--- config.mk ---
export PLATFORM = sky130hd
export DESIGN_NAME = sdram_init_seq
export DESIGN_NICKNAME = d
export VERILOG_FILES = /design/src/rtl/sdram_init_pkg.sv /design/src/rtl/sdram_init_timer.sv /design/src/rtl/sdram_init_fsm.sv /design/src/rtl/sdram_init_drive.sv /design/src/rtl/sdram_init_seq.sv
export SDC_FILE = /design/constraint.sdc
export NUM_CORES = 1
export LEC_CHECK = 0
export ABC_AREA = 1
export BUFFER_PORTS_ARGS = -buffer_cell sky130_fd_sc_hd__buf_2
export CORE_ASPECT_RATIO = 1.75
export CORE_MARGIN = 2
export CORE_UTILIZATION = 24
export DETAILED_ROUTE_END_ITERATION = 6
export SYNTH_ARGS = -nofsm -noshare
export SYNTH_HDL_FRONTEND = slang
export SYNTH_SLANG_ARGS = --single-unit
--- constraint.sdc ---
create_clock -name clk -period 2.5 [get_ports clk]
set_clock_uncertainty 0.2 [all_clocks]
set_input_delay 0.375 -clock clk [delete_from_list [all_inputs] [get_ports clk]]
set_output_delay 0.375 -clock clk [all_outputs]
set_load 0.01 [all_outputs]
--- src/rtl/sdram_init_pkg.sv ---
package sdram_init_pkg;

  typedef enum logic [2:0] {
    ST_SETTLE,
    ST_PRE,
    ST_REF,
    ST_MRS,
    ST_WAIT,
    ST_READY
  } seq_state_t;

  // {cs_n, ras_n, cas_n, we_n}
  typedef enum logic [3:0] {
    CMD_MRS = 4'b0000,
    CMD_REF = 4'b0001,
    CMD_PRE = 4'b0010,
    CMD_NOP = 4'b0111
  } sdram_cmd_t;

  function automatic int unsigned settle_cycles(input int unsigned mhz, input int unsigned us);
    int unsigned n;
    n = mhz * us;
    return (n == 0) ? 1 : n;
  endfunction

  function automatic int unsigned at_least(input int unsigned v, input int unsigned lo);
    return (v < lo) ? lo : v;
  endfunction

  // Clears the reserved and test-mode positions of the mode operand.
  function automatic logic [31:0] clean_mode(input logic [31:0] w);
    logic [31:0] r;
    r = '0;
    for (int i = 0; i < 12; i++) begin
      if (i != 7 && i != 8 && i != 11) r[i] = w[i];
    end
    return r;
  endfunction

endpackage

--- src/rtl/sdram_init_timer.sv ---
module sdram_init_timer #(
  parameter int unsigned CNT_W    = 8,
  parameter int unsigned INIT_VAL = 0
) (
  input  logic             clk,
  input  logic             rst,
  input  logic             load,
  input  logic [CNT_W-1:0] load_val,
  output logic             expired
);

  logic [CNT_W-1:0] cnt_q;

  always_ff @(posedge clk) begin
    if (rst)              cnt_q <= CNT_W'(INIT_VAL);
    else if (load)        cnt_q <= load_val;
    else if (cnt_q != '0) cnt_q <= cnt_q - 1'b1;
  end

  assign expired = (cnt_q == '0);

endmodule

--- src/rtl/sdram_init_fsm.sv ---
module sdram_init_fsm
  import sdram_init_pkg::*;
#(
  parameter int unsigned REFS       = 2,
  parameter int unsigned GAP_RP     = 3,
  parameter int unsigned GAP_RC     = 9,
  parameter int unsigned GAP_MRD    = 2,
  parameter bit          MODE_FIRST = 1'b0,
  parameter int unsigned CNT_W      = 8
) (
  input  logic             clk,
  input  logic             rst,
  input  logic             wait_done,
  output logic             timer_load,
  output logic [CNT_W-1:0] timer_val,
  output seq_state_t       state,
  output logic             cmd_issue,
  output logic             ready
);

  localparam int unsigned RL_W = $clog2(REFS + 1);
  localparam seq_state_t AFTER_PRE  = MODE_FIRST ? ST_MRS : ST_REF;
  localparam seq_state_t AFTER_MRS  = MODE_FIRST ? ST_REF : ST_READY;
  localparam seq_state_t AFTER_REFS = MODE_FIRST ? ST_READY : ST_MRS;

  seq_state_t      after_q;
  logic [RL_W-1:0] ref_left_q;
  logic            last_ref;

  assign last_ref   = (ref_left_q == RL_W'(1));
  assign cmd_issue  = (state == ST_PRE) || (state == ST_REF) || (state == ST_MRS);
  assign timer_load = cmd_issue;
  assign ready      = (state == ST_READY);

  always_comb begin
    unique case (state)
      ST_PRE:  timer_val = CNT_W'(GAP_RP - 2);
      ST_REF:  timer_val = CNT_W'(GAP_RC - 2);
      ST_MRS:  timer_val = CNT_W'(GAP_MRD - 2);
      default: timer_val = '0;
    endcase
  end

  always_ff @(posedge clk) begin
    if (rst) begin
      state      <= ST_SETTLE;
      after_q    <= ST_PRE;
      ref_left_q <= RL_W'(REFS);
    end else begin
      unique case (state)
        ST_SETTLE: if (wait_done) state <= ST_PRE;
        ST_PRE: begin
          state   <= ST_WAIT;
          after_q <= AFTER_PRE;
        end
        ST_REF: begin
          state      <= ST_WAIT;
          ref_left_q <= ref_left_q - 1'b1;
          after_q    <= last_ref ? AFTER_REFS : ST_REF;
        end
        ST_MRS: begin
          state   <= ST_WAIT;
          after_q <= AFTER_MRS;
        end
        ST_WAIT:  if (wait_done) state <= after_q;
        default:  state <= ST_READY;
      endcase
    end
  end

  assert_refs_used_R4: assert property (@(posedge clk) disable iff (rst)
    $rose(ready) |-> (ref_left_q == '0));

  assert_ready_sticky_R8: assert property (@(posedge clk) disable iff (rst)
    ready |=> ready);

  assert_gap_nop_R7: assert property (@(posedge clk) disable iff (rst)
    cmd_issue |=> !cmd_issue);

endmodule

--- src/rtl/sdram_init_drive.sv ---
module sdram_init_drive
  import sdram_init_pkg::*;
#(
  parameter int unsigned ROW_W  = 12,
  parameter int unsigned BANK_W = 2
) (
  input  seq_state_t        state,
  input  logic [ROW_W-1:0]  mode_operand,
  output logic              cke,
  output logic              dqm,
  output sdram_cmd_t        cmd,
  output logic [BANK_W-1:0] ba,
  output logic [ROW_W-1:0]  addr
);

  localparam logic [ROW_W-1:0] ALL_BANKS = ROW_W'(1) << 10;

  assign cke = 1'b1;
  assign ba  = '0;
  assign dqm = (state != ST_READY);

  always_comb begin
    cmd  = CMD_NOP;
    addr = '0;
    unique case (state)
      ST_PRE: begin
        cmd  = CMD_PRE;
        addr = ALL_BANKS;
      end
      ST_REF:  cmd = CMD_REF;
      ST_MRS: begin
        cmd  = CMD_MRS;
        addr = mode_operand;
      end
      default: ;
    endcase
  end

endmodule

--- src/rtl/sdram_init_seq.sv ---
module sdram_init_seq
  import sdram_init_pkg::*;
#(
  parameter int unsigned CLK_MHZ    = 50,
  parameter int unsigned SETTLE_US  = 200,
  parameter int unsigned REF_COUNT  = 2,
  parameter int unsigned T_RP       = 3,
  parameter int unsigned T_RC       = 9,
  parameter bit          MODE_FIRST = 1'b0,
  parameter int unsigned ROW_W      = 12,
  parameter int unsigned BANK_W     = 2,
  parameter logic [31:0] MODE_WORD  = 32'h0000_0232
) (
  input  logic              clk,
  input  logic              rst,
  output logic              mem_cke,
  output logic              mem_dqm,
  output logic              mem_cs_n,
  output logic              mem_ras_n,
  output logic              mem_cas_n,
  output logic              mem_we_n,
  output logic [BANK_W-1:0] mem_ba,
  output logic [ROW_W-1:0]  mem_addr,
  output logic              init_ready
);

  localparam int unsigned SETTLE_CYC = settle_cycles(CLK_MHZ, SETTLE_US);
  localparam int unsigned REFS       = at_least(REF_COUNT, 2);
  localparam int unsigned GAP_RP     = at_least(T_RP, 2);
  localparam int unsigned GAP_RC     = at_least(T_RC, 2);
  localparam int unsigned GAP_MRD    = 2;
  localparam int unsigned MAX_CNT    = at_least(at_least(SETTLE_CYC, GAP_RP), GAP_RC);
  localparam int unsigned CNT_W      = at_least($clog2(MAX_CNT + 1), 1);
  localparam logic [31:0] MODE_CLEAN = clean_mode(MODE_WORD);

  seq_state_t       state;
  sdram_cmd_t       cmd;
  logic             wait_done;
  logic             timer_load;
  logic [CNT_W-1:0] timer_val;
  logic             cmd_issue;
  logic             in_settle;

  sdram_init_timer #(
    .CNT_W   (CNT_W),
    .INIT_VAL(SETTLE_CYC - 1)
  ) timer_i (
    .clk     (clk),
    .rst     (rst),
    .load    (timer_load),
    .load_val(timer_val),
    .expired (wait_done)
  );

  sdram_init_fsm #(
    .REFS      (REFS),
    .GAP_RP    (GAP_RP),
    .GAP_RC    (GAP_RC),
    .GAP_MRD   (GAP_MRD),
    .MODE_FIRST(MODE_FIRST),
    .CNT_W     (CNT_W)
  ) fsm_i (
    .clk       (clk),
    .rst       (rst),
    .wait_done (wait_done),
    .timer_load(timer_load),
    .timer_val (timer_val),
    .state     (state),
    .cmd_issue (cmd_issue),
    .ready     (init_ready)
  );

  sdram_init_drive #(
    .ROW_W (ROW_W),
    .BANK_W(BANK_W)
  ) drive_i (
    .state       (state),
    .mode_operand(MODE_CLEAN[ROW_W-1:0]),
    .cke         (mem_cke),
    .dqm         (mem_dqm),
    .cmd         (cmd),
    .ba          (mem_ba),
    .addr        (mem_addr)
  );

  assign {mem_cs_n, mem_ras_n, mem_cas_n, mem_we_n} = cmd;
  assign in_settle = (state == ST_SETTLE);

  assert_settle_quiet_R1: assert property (@(posedge clk) disable iff (rst)
    in_settle |-> (mem_cke && mem_dqm && cmd == CMD_NOP && !init_ready));

  assert_pre_all_R3: assert property (@(posedge clk) disable iff (rst)
    (cmd == CMD_PRE) |-> (mem_addr[10] && $countones(mem_addr) == 1));

  assert_mode_reserved_R5: assert property (@(posedge clk) disable iff (rst)
    (cmd == CMD_MRS) |-> (!mem_addr[7] && !mem_addr[8] && !mem_addr[11] && mem_ba == '0));

  assert_reset_restart_R9: assert property (@(posedge clk)
    rst |=> (in_settle && !init_ready));

endmodule

==> impl_metrics.toml, run 1 <==
[clock_tree]
cts_tree = "done"
clock_sinks = 22
cts_resized = 0
cts.clk_slew.worst_paths_ps = 80
clockRootBuffer = "clkbuf_8"
cts_made_buffers = 3
clk_latency_ps = 280
ctsLongestPathBuffers = 2
cts_hold_buf = 0
cts_setup_buffers = 0
h-tree-depth = 1

[cells_and_area]
area_growth_syn_to_layout_pct = 6.99
fin_cells = 246
fin_nets = 196
final_core_util = 0.266
diodes = 0
drive_gt1_frac = 0.204

[logic_synthesis]
synthCells = 183
synth_seq_area_share = 0.337
synthFlopType = "dfxtp_1"
ys_warn_count = 0
ys_ff_latch = 22
synth.distinct_cells = 30
ys_top_cells_by_count = "nand2_1, inv_1, dfxtp_1"
synth_area_mm2 = 0.00131
postSynthAreaPerCell_um2 = 7.14
synth_edf_count = 0
synth_top_area_share = 0.337
yosysMostFrequentCell = "nand2_1"
yosys-top-cells-area = "dfxtp_1, nand2_1, buf_4"
async_flop_share = 0
yosysTopAreaCell = "dfxtp_1"

[route]
routed_via_density = 4.50
dr.pass1.iters = 3
routed_wl_um = 2860
drt_iter0_drc = 17
via_count = 1108
drt-wirelength-per-cell_um = 11.6
ant_nets = 0
drc = 0

[critical_path]
ff2ff_path_depth = 9
cp-end-kind = "output pin"
cp-start-kind = "flop"
cp.arrival_ps = 1450
critPathRequiredTime_ps = 1920
path_class = "flop to output pin"
cp_max_fo = 7

[placed_design]
gp_congestion = 0.770
port_buffers = 11
dp_cells = 242
dpl.hpwl_um = 2310

[grt]
track_usage = 0.108
antenna_found_initial = 0
grt_pass1_vias = 1059
overflow = 0
grt_max_degree = 13
grt_pass1_wl_um = 4950

[sta]
setup_viol = 0
hold_violations = 0
min_period_ps = 2020
drv_slew = 0
max_freq_mhz = 495
grt_setup_unrepaired = "no"
finalSetupTns_ps = 0
fin_crit_sh = 0.808

[hold_path]
min_path_cells = 2
hp-class = "primary input to flop"

[die]
io_pins = 23
die_y_um = 102
dieWidth_um = 59.8
fp.coreArea_mm2 = 0.00526
rows = 35
dieArea_mm2 = 0.00607
initial_utilization = 0.249

[power_and_ir_drop]
powerDensity_mw_per_mm2 = 475
p_leak_nw = 0.634
ir_worst_vdd_uv = 305

[job]
cap_violations = 0

[status]
status = "completed"
## critical path: stages (launching register included)
cell and delay, ps:
dfxtp_1 390, inv_1 70, nor2_1 190, inv_2 80, nor2_2 250, buf_2 200
## state kept, by name, indices dropped and copies added, names as in the netlist
| signal | cells |
|---|---|
| fsm_i.after_q | 3 |
| fsm_i.ref_left_q | 2 |
| fsm_i.state | 3 |
| timer_i.cnt_q | 14 |
## path summary, 6_finish.rpt
check	startpoint	end	slack (ps)
setup / recovery	fsm_i.state[0]	mem_addr[4]	480
hold reg to reg	fsm_i.after_q[1]	fsm_i.state[1]	260
hold / removal	rst	fsm_i.after_q[2]	230
setup reg to reg	timer_i.cnt_q[0]	timer_i.cnt_q[9]	860
## logic make-up (layout without fill, tap and decap cells)
group | after synthesis | count (layout) | synth area share
AOI/OAI and AO/OA | 23 | 23 | 0.0996
adders and majority gates | 2 | 2 | 0.0192
other | 2 | 11 | 0.00575
xor gates and xnor gates | 2 | 2 | 0.0134
and+or+nand+nor | 89 | 89 | 0.354
DFF | 22 | 22 | 0.337
buffers and inverters | 43 | 42 | 0.170
## metal layers
| layer | vias up | track usage | part of all wire |
|---|---|---|---|
| met1 | 508 | 0.105 | 0.35 |
| li1 | 570 | - | - |
| met3 | 5 | 0.00766 | 0.036 |
| met5 | - | 0 | 0 |
| met4 | 0 | 0.0513 | 0.025 |
| met2 | 25 | 0.216 | 0.58 |
## report_power, final
part | internal (W) | total (W) | switching (W)
combinational | 0.0000101 | 0.0000369 | 0.0000268
clock | 0.000141 | 0.000267 | 0.000126
sequential | 0.000356 | 0.000360 | 0.00000415
## cell type report
| class | instances | area, um2 |
|---|---|---|
| tap | 55 | 68.8 |
| clock buffer | 4 | 55.1 |
| inverter | 27 | 101 |
| timing repair buffer | 11 | 55.1 |
| fill | 604 | 3860 |
| multi-input combinational | 127 | 677 |
| sequential | 22 | 440 |
## placed cells by master, fill, tap and decap left out
cell type / netlist / final
inv_2: 3 / 3
nor2_8: 1 / 1
nand3_4: 1 / 1
ha_1: 2 / 2
o21ai_1: 4 / 4
clkbuf_8: 0 / 4
xor2_1: 2 / 2
nor2_2: 10 / 10
a211oi_2: 1 / 1
inv_1: 24 / 24
nor2_1: 17 / 17
nor3_1: 1 / 1
nand4_1: 5 / 5
conb_1: 2 / 11
nand2_1: 34 / 34
nor2_4: 2 / 2
a211oi_1: 1 / 1
a21oi_1: 10 / 10
nand3_1: 12 / 12
nand2_2: 2 / 2
o211ai_1: 1 / 1
nor4_2: 1 / 1
nor3_2: 1 / 1
dfxtp_1: 22 / 22
nand2_4: 1 / 1
o21bai_1: 1 / 1
o21ai_0: 5 / 5
or2_2: 1 / 1
buf_2: 1 / 11
## stage by stage
step	instance area [um2]	worst slack [ps]	total power (W)	hold slack [ps]
after floorplan	1340	859	0.000411	229
after global placement	1340	760	0.000405	244
after detailed placement	1340	743	0.000404	248
after CTS	1400	446	0.000665	240
after global routing	1400	358	0.000684	262
final	1400	479	0.000664	234
No activity file was read; power rests on OpenSTA's default activity.
==> inputs of run 2 (changes only) <==
Clock period 2.5 ns to 1.67 ns, I/O delays scaled along.
==> impl_metrics.toml, run 2 (same netlist as run 1, synthesis figures left out) <==
[job]
cap_violations = 0

[die]
io_pins = 23
fp.coreArea_mm2 = 0.00526
rows = 35
dieArea_mm2 = 0.00607
dieWidth_um = 59.8
die_y_um = 102
initial_utilization = 0.249

[clock_tree]
clockRootBuffer = "clkbuf_8"
cts_hold_buf = 0
h-tree-depth = 1
clock_sinks = 22
cts.clk_slew.worst_paths_ps = 80
ctsLongestPathBuffers = 2
cts_tree = "done"
cts_made_buffers = 3
clk_latency_ps = 280

[hold_path]
hp-class = "primary input to flop"
min_path_cells = 2

[cells_and_area]
diodes = 0
final_common_cell = "nand2_1"
top_regs = "timer_i.cnt_q: 14 flops, fsm_i.after_q: 3 flops, fsm_i.state: 3 flops"
final_cell_mix = "nand2_1, inv_1, dfxtp_1"
drive_gt1_frac = 0.272
area_growth_syn_to_layout_pct = 18.7
fillerInstances = 581
largest_reg_flops = 14
regMostFlops = "timer_i.cnt_q"
fin_cells = 257
final_core_util = 0.295
fin_nets = 207

[sta]
max_freq_mhz = 613
grt_setup_unrepaired = "yes"
fin_crit_sh = 0.977
setup_viol = 0
fin_hold_ws_ps = 109
drv_slew = 0
hold_violations = 0
finalSetupTns_ps = 0
min_period_ps = 1630

[critical_path]
critPathRequiredTime_ps = 1220
cp_max_fo = 5
ff2ff_path_depth = 6
path_class = "flop to output pin"
cp-start-kind = "flop"
cp.arrival_ps = 1180
cp-end-kind = "output pin"

[route]
dr.pass1.iters = 4
drt-wirelength-per-cell_um = 12.2
routed_wl_um = 3140
via_count = 1163
ant_nets = 0
drc = 0
drt_iter0_drc = 18
routed_via_density = 4.53

[power_and_ir_drop]
p_switching_w = 0.000240
p_leak_nw = 0.690
p_int_w = 0.000761
powerDensity_mw_per_mm2 = 646
p_seq_frac = 0.537
ir_worst_vdd_uv = 473
pwr-share-clk = 0.401
switching_share = 0.240
power.total_w = 0.00100
power.share.combinational = 0.062

[grt]
overflow = 0
grt_max_degree = 13
antenna_found_initial = 0
grt_pass1_vias = 1181
grt_pass1_wl_um = 5240
track_usage = 0.116

[placed_design]
dp_cells = 250
gp_congestion = 0.775
dpl.hpwl_um = 2470
port_buffers = 11

[status]
status = "completed"
[run 2: cell count changes in the layout (fill, tap and decap cells not counted), moves of 2 or more]
cell / delta
buf_4: +11
nor2_4: +3
buf_2: -4
inv_4: +2
buf_6: +4
nor2_1: -2
[run 2: final cells by class]
type / count / area (um2) / share of cell area
clock buffers: 4 / 55.1 / 0.0355
inverters: 27 / 106 / 0.0686
multi-input cells: 127 / 713 / 0.460
flip-flops and latches: 22 / 444 / 0.287
well taps: 55 / 68.8 / 0.0444
repair buffers: 22 / 163 / 0.105
[run 2: critical path, cell delays in order, from the launching register on]
cell	delay (ps)
dfxtp_1	390
inv_1	150
nor2_4	230
buf_6	140
[run 2: through the flow]
| step | area, um2 | setup slack [ps] |
|---|---|---|
| detailed placement | 1400 | 71.0 |
| floorplan | 1340 | 154 |
| CTS | 1490 | -7.56 |
| global route | 1550 | -10.5 |
| finish | 1550 | 37.7 |
| global placement | 1400 | 79.2 |
[run 2: final timing paths]
check	start	endpoint	slack, ps
hold / removal	rst	fsm_i.after_q[2]	110
hold reg to reg	fsm_i.after_q[1]	fsm_i.state[1]	270
setup reg to reg	timer_i.cnt_q[10]	timer_i.cnt_q[1]	140
setup / recovery	fsm_i.state[1]	mem_addr[5]	40
[run 2: what timing repair did]
item,CTS,global route
setup endpoints to repair,4,8
resized for setup,3,14
cloned,0,0
buffers inserted,3,0
pin swaps,2,5
[run 2: per-layer routing]
layer | up-vias | GRT usage | share of wire
met3 | 17 | 0.00894 | 0.038
met4 | 0 | 0.104 | 0.077
met1 | 513 | 0.110 | 0.34
met2 | 40 | 0.210 | 0.54
met5 | - | 0 | 0
li1 | 593 | - | -
[run 2: power groups by stage]
| stage | logic (W) | registers (W) | clock network [W] |
|---|---|---|---|
| global route | 0.0000714 | 0.000539 | 0.000427 |
| detailed placement | 0.0000597 | 0.000551 | 0 |
| finish | 0.0000619 | 0.000538 | 0.000402 |
| CTS | 0.0000599 | 0.000539 | 0.000410 |
| floorplan | 0.0000649 | 0.000550 | 0 |
| global placement | 0.0000598 | 0.000551 | 0 |
==> inputs of run 3 (changes only) <==
Settings changed: BUFFER_PORTS_ARGS -buffer_cell sky130_fd_sc_hd__buf_2 to -buffer_cell sky130_fd_sc_hd__buf_4.
==> impl_metrics.toml, run 3 (same netlist as run 1, synthesis figures left out) <==
[grt]
top_usage_layer = "met2"
grtUsageMet2 = 0.197
met3_usage = 0.0166
overflow = 0
grt_max_degree = 13
antenna_found_initial = 0
grt_pass1_vias = 1140
grt_pass1_wl_um = 4910
grt_util_met1 = 0.0991
track_usage = 0.108

[power_and_ir_drop]
p_leak_nw = 0.682
ir_worst_vdd_uv = 519
powerDensity_mw_per_mm2 = 639
power.total_w = 0.000990

[die]
initial_utilization = 0.249
io_pins = 23
rows = 35
fp.coreArea_mm2 = 0.00526
die_y_um = 102
dieArea_mm2 = 0.00607
dieWidth_um = 59.8

[route]
via_count = 1159
routed_wl_um = 3050
routed_via_density = 4.53
dr.pass1.iters = 4
ant_nets = 0
drt_iter0_drc = 28
drt-wirelength-per-cell_um = 11.9
drc = 0

[sta]
fin_ws_ps = 42.8
hold_violations = 0
grt_setup_unrepaired = "yes"
setup_viol = 0
fin_hold_ws_ps = 56.9
min_period_ps = 1630
fin_crit_sh = 0.974
drv_slew = 0
max_freq_mhz = 615

[critical_path]
path_class = "flop to output pin"
critPathRequiredTime_ps = 1220
slowest_delay_ps = 340
slowest_stage = "dfxtp_1"
crit_chain = "buf_4, nor2_4, inv_4, buf_4"
cp-end-kind = "output pin"
cp.arrival_ps = 1180
cp_max_fo = 12
cp-start-kind = "flop"
path_common_cell = "buf_4"

[cells_and_area]
final_common_cell = "nand2_1"
top_regs = "timer_i.cnt_q: 14 flops, fsm_i.after_q: 3 flops, fsm_i.state: 3 flops"
diodes = 0
fillerInstances = 562
final_area_mm2 = 0.00155
drive_gt1_frac = 0.269
fin_nets = 206
regMostFlops = "timer_i.cnt_q"
area_growth_syn_to_layout_pct = 18.6
largest_reg_flops = 14
final_cell_mix = "nand2_1, inv_1, dfxtp_1"

[clock_tree]
cts_made_buffers = 3
cts_hold_buf = 0
cts.clk_slew.worst_paths_ps = 80
h-tree-depth = 1
clockRootBuffer = "clkbuf_8"
clk_latency_ps = 270
cts_tree = "done"
ctsLongestPathBuffers = 2
clock_sinks = 22

[job]
cap_violations = 0

[placed_design]
port_buffers = 11
dpl.hpwl_um = 2340
place_area_mm2 = 0.00142
dpl_worst_slack_ps = 71.9
gp_congestion = 0.798

[status]
status = "completed"

[hold_path]
hp-class = "primary input to flop"
run 3: changes by cell type in the layout (fill, tap and decap cells not counted), sizes merged:
cell and change:
buf -1
run 3: area by class of cell:
| class | instances | area [um2] | share of cell area |
|---|---|---|---|
| multi-input combinational | 127 | 706 | 0.456 |
| clock buffer | 4 | 55.1 | 0.0355 |
| timing repair buffer | 21 | 173 | 0.111 |
| tap | 55 | 68.8 | 0.0444 |
| inverter | 27 | 104 | 0.0670 |
| sequential | 22 | 443 | 0.286 |
run 3: report_power, final:
group          total [W]  internal, W  switching (W)
clock           0.000390     0.000210       0.000179
sequential      0.000539     0.000532     0.00000704
combinational  0.0000611    0.0000196      0.0000416
run 3: worst max-delay path, delay by kind of cell (launching register included):
family / cells / cell delay [ps]
and+or+nand+nor: 1 / 140
DFF: 1 / 340
buffers and inverters: 3 / 440
run 3: routing by layer:
layer	routed length (um)	vias to the layer above
met1	1130	521
met2	1650	35
met3	91	15
met4	182	0
li1	-	588
met5	0	-
run 3: path summary, 6_finish.rpt:
path,cells past startpoint,endpoint,slack (ps),from
worst max-delay path,4,mem_ras_n,40,fsm_i.state[2]
worst min register to register,2,fsm_i.state[1],250,fsm_i.after_q[1]
worst min-delay path,2,fsm_i.state[1],60,rst
worst max register to register,7,timer_i.cnt_q[1],100,timer_i.cnt_q[0]
run 3: what timing repair did:
| action | in CTS | in global routing |
|---|---|---|
| pin swaps | 2 | 4 |
| endpoints found under the setup margin | 5 | 7 |
| gates resized for setup | 4 | 10 |
| setup buffers | 4 | 0 |
run 3: per-stage QoR:
step           TNS, ps   util  instances
5_1_grt          -35.6  0.295        256
6_report             0  0.295        256
4_1_cts              0  0.288        256
3_3_place_gp         0  0.269        248
3_5_place_dp         0  0.269        248
2_1_floorplan        0      -        192
